===== config.mk =====
export PLATFORM = sky130hd
export DESIGN_NAME = trace_cfg_regs
export DESIGN_NICKNAME = d
export VERILOG_FILES = /design/src/rtl/trace_cfg_regs.sv
export SDC_FILE = /design/constraint.sdc
export NUM_CORES = 1
export LEC_CHECK = 0
export BUFFER_PORTS_ARGS = -buffer_cell sky130_fd_sc_hd__clkbuf_2
export CORE_MARGIN = 3
export CORE_UTILIZATION = 25
export DETAILED_ROUTE_END_ITERATION = 8
export SKIP_LAST_GASP = 1
export SLEW_MARGIN = 20
export SYNTH_ARGS = -nofsm -noshare
export SYNTH_HDL_FRONTEND = slang
export SYNTH_SLANG_ARGS = --single-unit

===== constraint.sdc =====
create_clock -name clk -period 1.2 [get_ports clk]
set_input_delay 0.24 -clock clk [delete_from_list [all_inputs] [get_ports clk]]
set_output_delay 0.24 -clock clk [all_outputs]
set_load 0.01 [all_outputs]

===== src/rtl/trace_cfg_regs.sv =====
module trace_cfg_regs #(
  parameter int AW = 12,
  parameter int PW = 13,
  parameter int TAGW = 4,
  parameter bit HAS_INSN_TRACE = 1'b0
) (
  input  logic          clk,
  input  logic          rst_n,
  input  logic [AW-1:0] bus_addr,
  input  logic          bus_wr,
  input  logic [31:0]   bus_wdata,
  input  logic          bus_rd,
  output logic [31:0]   bus_rdata,
  output logic [1:0]    proto_sel,
  output logic [PW-1:0] presc_div,
  output logic [3:0]    width_sel,
  output logic          width_err,
  output logic          fmt_cont_en,
  output logic          trig_insert_en
);
  localparam logic [AW-1:0] A_CAP   = AW'('h000);
  localparam logic [AW-1:0] A_WID   = AW'('h004);
  localparam logic [AW-1:0] A_DIV   = AW'('h010);
  localparam logic [AW-1:0] A_PROTO = AW'('h0F0);
  localparam logic [AW-1:0] A_FSTAT = AW'('h300);
  localparam logic [AW-1:0] A_FCTL  = AW'('h304);
  localparam logic [AW-1:0] A_SYNC  = AW'('h308);
  localparam logic [AW-1:0] A_CSET  = AW'('hFA0);
  localparam logic [AW-1:0] A_CCLR  = AW'('hFA4);
  localparam logic [AW-1:0] A_ID    = AW'('hFC8);
  localparam logic [31:0] CAP_VAL   = 32'h0000_000B;
  localparam logic [31:0] FSTAT_VAL = 32'h0000_0008;
  localparam logic [31:0] FCTL_PAR  = 32'h0000_0102;
  localparam logic [31:0] ID_VAL    = HAS_INSN_TRACE ? 32'h0000_0CA1 : 32'h0000_0CA0;
  localparam logic [31:0] MASK_VAL  = 32'((64'd1 << TAGW) - 1);

  logic [TAGW-1:0] tag_q;
  logic            trig_q, cont_q;
  logic [31:0]     fctl_rd, rd_mux;
  logic            par_mode;

  assign par_mode       = (proto_sel == 2'd0);
  assign fmt_cont_en    = par_mode | cont_q;
  assign trig_insert_en = par_mode | trig_q;
  assign fctl_rd        = par_mode ? FCTL_PAR : {23'd0, trig_q, 6'd0, cont_q, 1'b0};
  assign width_err      = width_sel[2] | ($countones(width_sel) > 1);

  always_comb begin
    case (bus_addr)
      A_CAP:   rd_mux = CAP_VAL;
      A_WID:   rd_mux = {28'd0, width_sel};
      A_DIV:   rd_mux = 32'(presc_div);
      A_PROTO: rd_mux = {30'd0, proto_sel};
      A_FSTAT: rd_mux = FSTAT_VAL;
      A_FCTL:  rd_mux = fctl_rd;
      A_SYNC:  rd_mux = 32'd0;
      A_CSET:  rd_mux = MASK_VAL;
      A_CCLR:  rd_mux = 32'(tag_q);
      A_ID:    rd_mux = ID_VAL;
      default: rd_mux = 32'd0;
    endcase
  end

  always_ff @(posedge clk or negedge rst_n) begin
    if (!rst_n) begin
      width_sel <= 4'h1;
      presc_div <= '0;
      proto_sel <= 2'd1;
      trig_q    <= 1'b1;
      cont_q    <= 1'b1;
      tag_q     <= '0;
      bus_rdata <= '0;
    end else begin
      if (bus_rd) bus_rdata <= rd_mux;
      if (bus_wr) begin
        case (bus_addr)
          A_WID:   width_sel <= bus_wdata[3:0];
          A_DIV:   presc_div <= bus_wdata[PW-1:0];
          A_PROTO: proto_sel <= bus_wdata[1:0];
          A_FCTL: begin
            trig_q <= bus_wdata[8];
            cont_q <= bus_wdata[1];
          end
          A_CSET:  tag_q <= tag_q | bus_wdata[TAGW-1:0];
          A_CCLR:  tag_q <= tag_q & ~bus_wdata[TAGW-1:0];
          default: ;
        endcase
      end
    end
  end
endmodule


==> reports/metrics.yaml <==
critical_path:
  arrival_ns: 1.42
  r2r_start: "proto_sel[0]"
  worstSetupStartpointType: "flop"
  path_max_fanout: 2
  crit_path_end: "width_err"
  crit_start: "width_sel[0]"
  worstPathRequired_ns: 0.96
  end_kind: "output port"
  ff2ff_setup_slack_ns: -0.13
  critical_path_class: "reg -> out"
  reg2reg_to: "bus_rdata[0]"
  r2r_cells: 4
clock_tree:
  clockBufferDepth: 2
  cts_tree: "yes"
  cts_buffers: 5
  clkLatencyLatePin_ns: 0.29
  htreeDepth: 2
  cts_sinks: 38
  root_buffer: "clkbuf_8"
  clk_pin_slew_ns: 0.08
logic_synthesis:
  synth_edf_count: 0
  synth_top_cell_by_area: "dfrtp_1"
  ys.flop_type: "dfrtp_1"
  netlist.area_leader.share_pct: 42.6
  ys_seq_elements: 38
  ys_types: 39
  avgSynthCellArea_sq_um: 11.2
  ys_seq_area_share_pct: 47.8
  synth_async_sr_flop_share_pct: 100
  syn_area_sq_mm: 0.00200
  yosysWarnings: 0
  yosys-top-cells-area: "dfrtp_1, mux2_4, buf_4"
  syn_inst: 179
sta:
  fmax_ghz: 0.601
  period_minus_slack_ns: 1.66
  setup_violations: 43
  fin_crit_sh_pct: 139
  finalMaxSlewViolations: 0
  finalClockSkew_ns: 0.00858
  whs_ns: 0.177
  rsz0062_at_grt: "true"
  worst_slack_ns: -0.464
  hold_violations: 0
status:
  outcome: "finished with violations"
  violations: "negative setup slack"
cells_and_area:
  drive_above_1_share_pct: 63.0
  final_common_cell: "clkbuf_2"
  final_cell_mix: "clkbuf_2, dfrtp_1, buf_4"
  fillers: 730
  n_antenna_cell: 0
  final_nets: 340
  seq_area_sq_um: 957
  layout.cells.non_filler: 391
  multi_input_area_sq_mm: 0.00114
  area_growth_pct: 59.7
die:
  start_util_pct: 26.7
  core_sq_mm: 0.00749
  die_h_um: 95.4
  rows: 31
  ioPinCount: 102
  die_area_sq_mm: 0.00910
  dieWidth_um: 95.4
power:
  ir_drop_mv: 0.523
  p_per_area_mw_per_mm2: 816
  leakage_nw: 1.63
placement:
  gp_congestion: 0.856
  dp_hpwl_um: 4260
  port_buffers: 63
  dp_cells: 369
global_route:
  grt_pass1_vias: 1732
  antenna_found_initial: 0
  grt-ovfl-total: 0
  grt_first_pass_wirelength_um: 8800
  grt_start_max_net_pins: 39
  globalRouteTotalUtil_pct: 12.6
flow_run:
  drv_cap: 0
routing:
  drt_wl_total_um: 5840
  wire_per_inst_um: 14.9
  drc_errors: 0
  ant_nets: 0
  vias: 1728
  drt_iter0_markers: 74
  drtPass1Iterations: 4
  vias_per_cell: 4.42
hold_path:
  min_path_type: "in -> reg"
==> worst min path at each step <==
| stage | startpoint | end | slack, ns | depth (start not counted) |
|---|---|---|---|---|
| CTS | bus_wdata[10] | presc_div[10] | 0.17 | 2 |
| detailed placement | rst_n | presc_div[5] | 0.23 | 2 |
| finish | bus_wdata[12] | presc_div[12] | 0.18 | 2 |
| floorplan | rst_n | async pin | -0.06 | 0 |
| global placement | rst_n | presc_div[5] | 0.23 | 2 |
| global route | bus_wdata[4] | presc_div[4] | 0.17 | 2 |
==> timing repair <==
action / CTS / global route
setup endpoints to repair: 44 / 46
cloned: 0 / 1
resized for setup: 23 / 57
hold endpoints to repair: 34 / 0
pin swaps: 12 / 18
hold buffers: 1 / 0
setup buffers: 9 / 9
==> metrics by stage <==
| stage | power (W) | TNS (ns) | setup WS (ns) | cell area, sq um | util [%] |
|---|---|---|---|---|---|
| after floorplan | 0.00150 | -16.58 | -0.633 | 2100 | - |
| after global placement | 0.00164 | -22.92 | -0.734 | 2650 | 35.4 |
| after detailed placement | 0.00165 | -24.31 | -0.758 | 2650 | 35.4 |
| after CTS | 0.00260 | -12.85 | -0.474 | 2930 | 39.1 |
| after global routing | 0.00272 | -15.42 | -0.499 | 3190 | 42.6 |
| final | 0.00260 | -14.09 | -0.464 | 3190 | 42.6 |
==> critical path, stage by stage (launching register included) <==
cell      delay, ns
dfstp_2        0.56
ha_4           0.19
a211o_1        0.25
clkbuf_2       0.13
==> report_power, final <==
part	switching (W)	internal [W]
combinational	0.000199	0.000152
clock	0.000473	0.000462
sequential	0.0000155	0.00130
total	0.000688	0.00192
==> final cells by class <==
cell class / count / area share, %
Clock buffer: 6 / 2.59
Clock inverter: 2 / 0.392
Inverter: 7 / 0.823
Multi-Input combinational cell: 127 / 35.6
Sequential cell: 38 / 30.0
Tap cell: 99 / 3.88
Timing Repair Buffer: 112 / 26.7
==> cells in the mapped netlist, types with 2 or more instances <==
library cell	number
or3_1	2
inv_1	7
nor3_1	3
a21oi_1	7
nor2_1	11
nand2b_1	2
o21ai_0	9
mux2_2	7
or4_4	3
a22oi_1	2
dfrtp_1	34
dfstp_2	4
clkbuf_1	2
buf_6	3
nor4_1	3
o21bai_1	3
a222oi_1	2
a221oi_1	2
a22o_1	2
nand3_1	9
buf_4	19
a31oi_1	3
mux2_4	14
nand2_1	11
==> cell families (layout without fill, tap and decap cells) <==
| group | count (synthesis) | in the layout | share of synthesized area (%) |
|---|---|---|---|
| and+or+nand+nor | 53 | 53 | 15.2 |
| DFF | 38 | 38 | 47.8 |
| AOI/OAI and AO/OA | 32 | 32 | 10.5 |
| buffers and inverters | 32 | 127 | 10.8 |
| muxes | 21 | 21 | 14.5 |
| adders and majority gates | 1 | 1 | 0.626 |
| other | 1 | 19 | 0.188 |
| xor gates and xnor gates | 1 | 1 | 0.438 |
==> layer usage <==
| metal | routed length (um) | vias to the layer above | GRT usage [%] |
|---|---|---|---|
| li1 | - | 821 | - |
| met1 | 2580 | 852 | 17.7 |
| met2 | 2880 | 52 | 19.6 |
| met3 | 348 | 3 | 3.00 |
| met4 | 27 | 0 | 2.84 |
| met5 | 0 | - | 0 |
(Power assumes the default switching activity.)
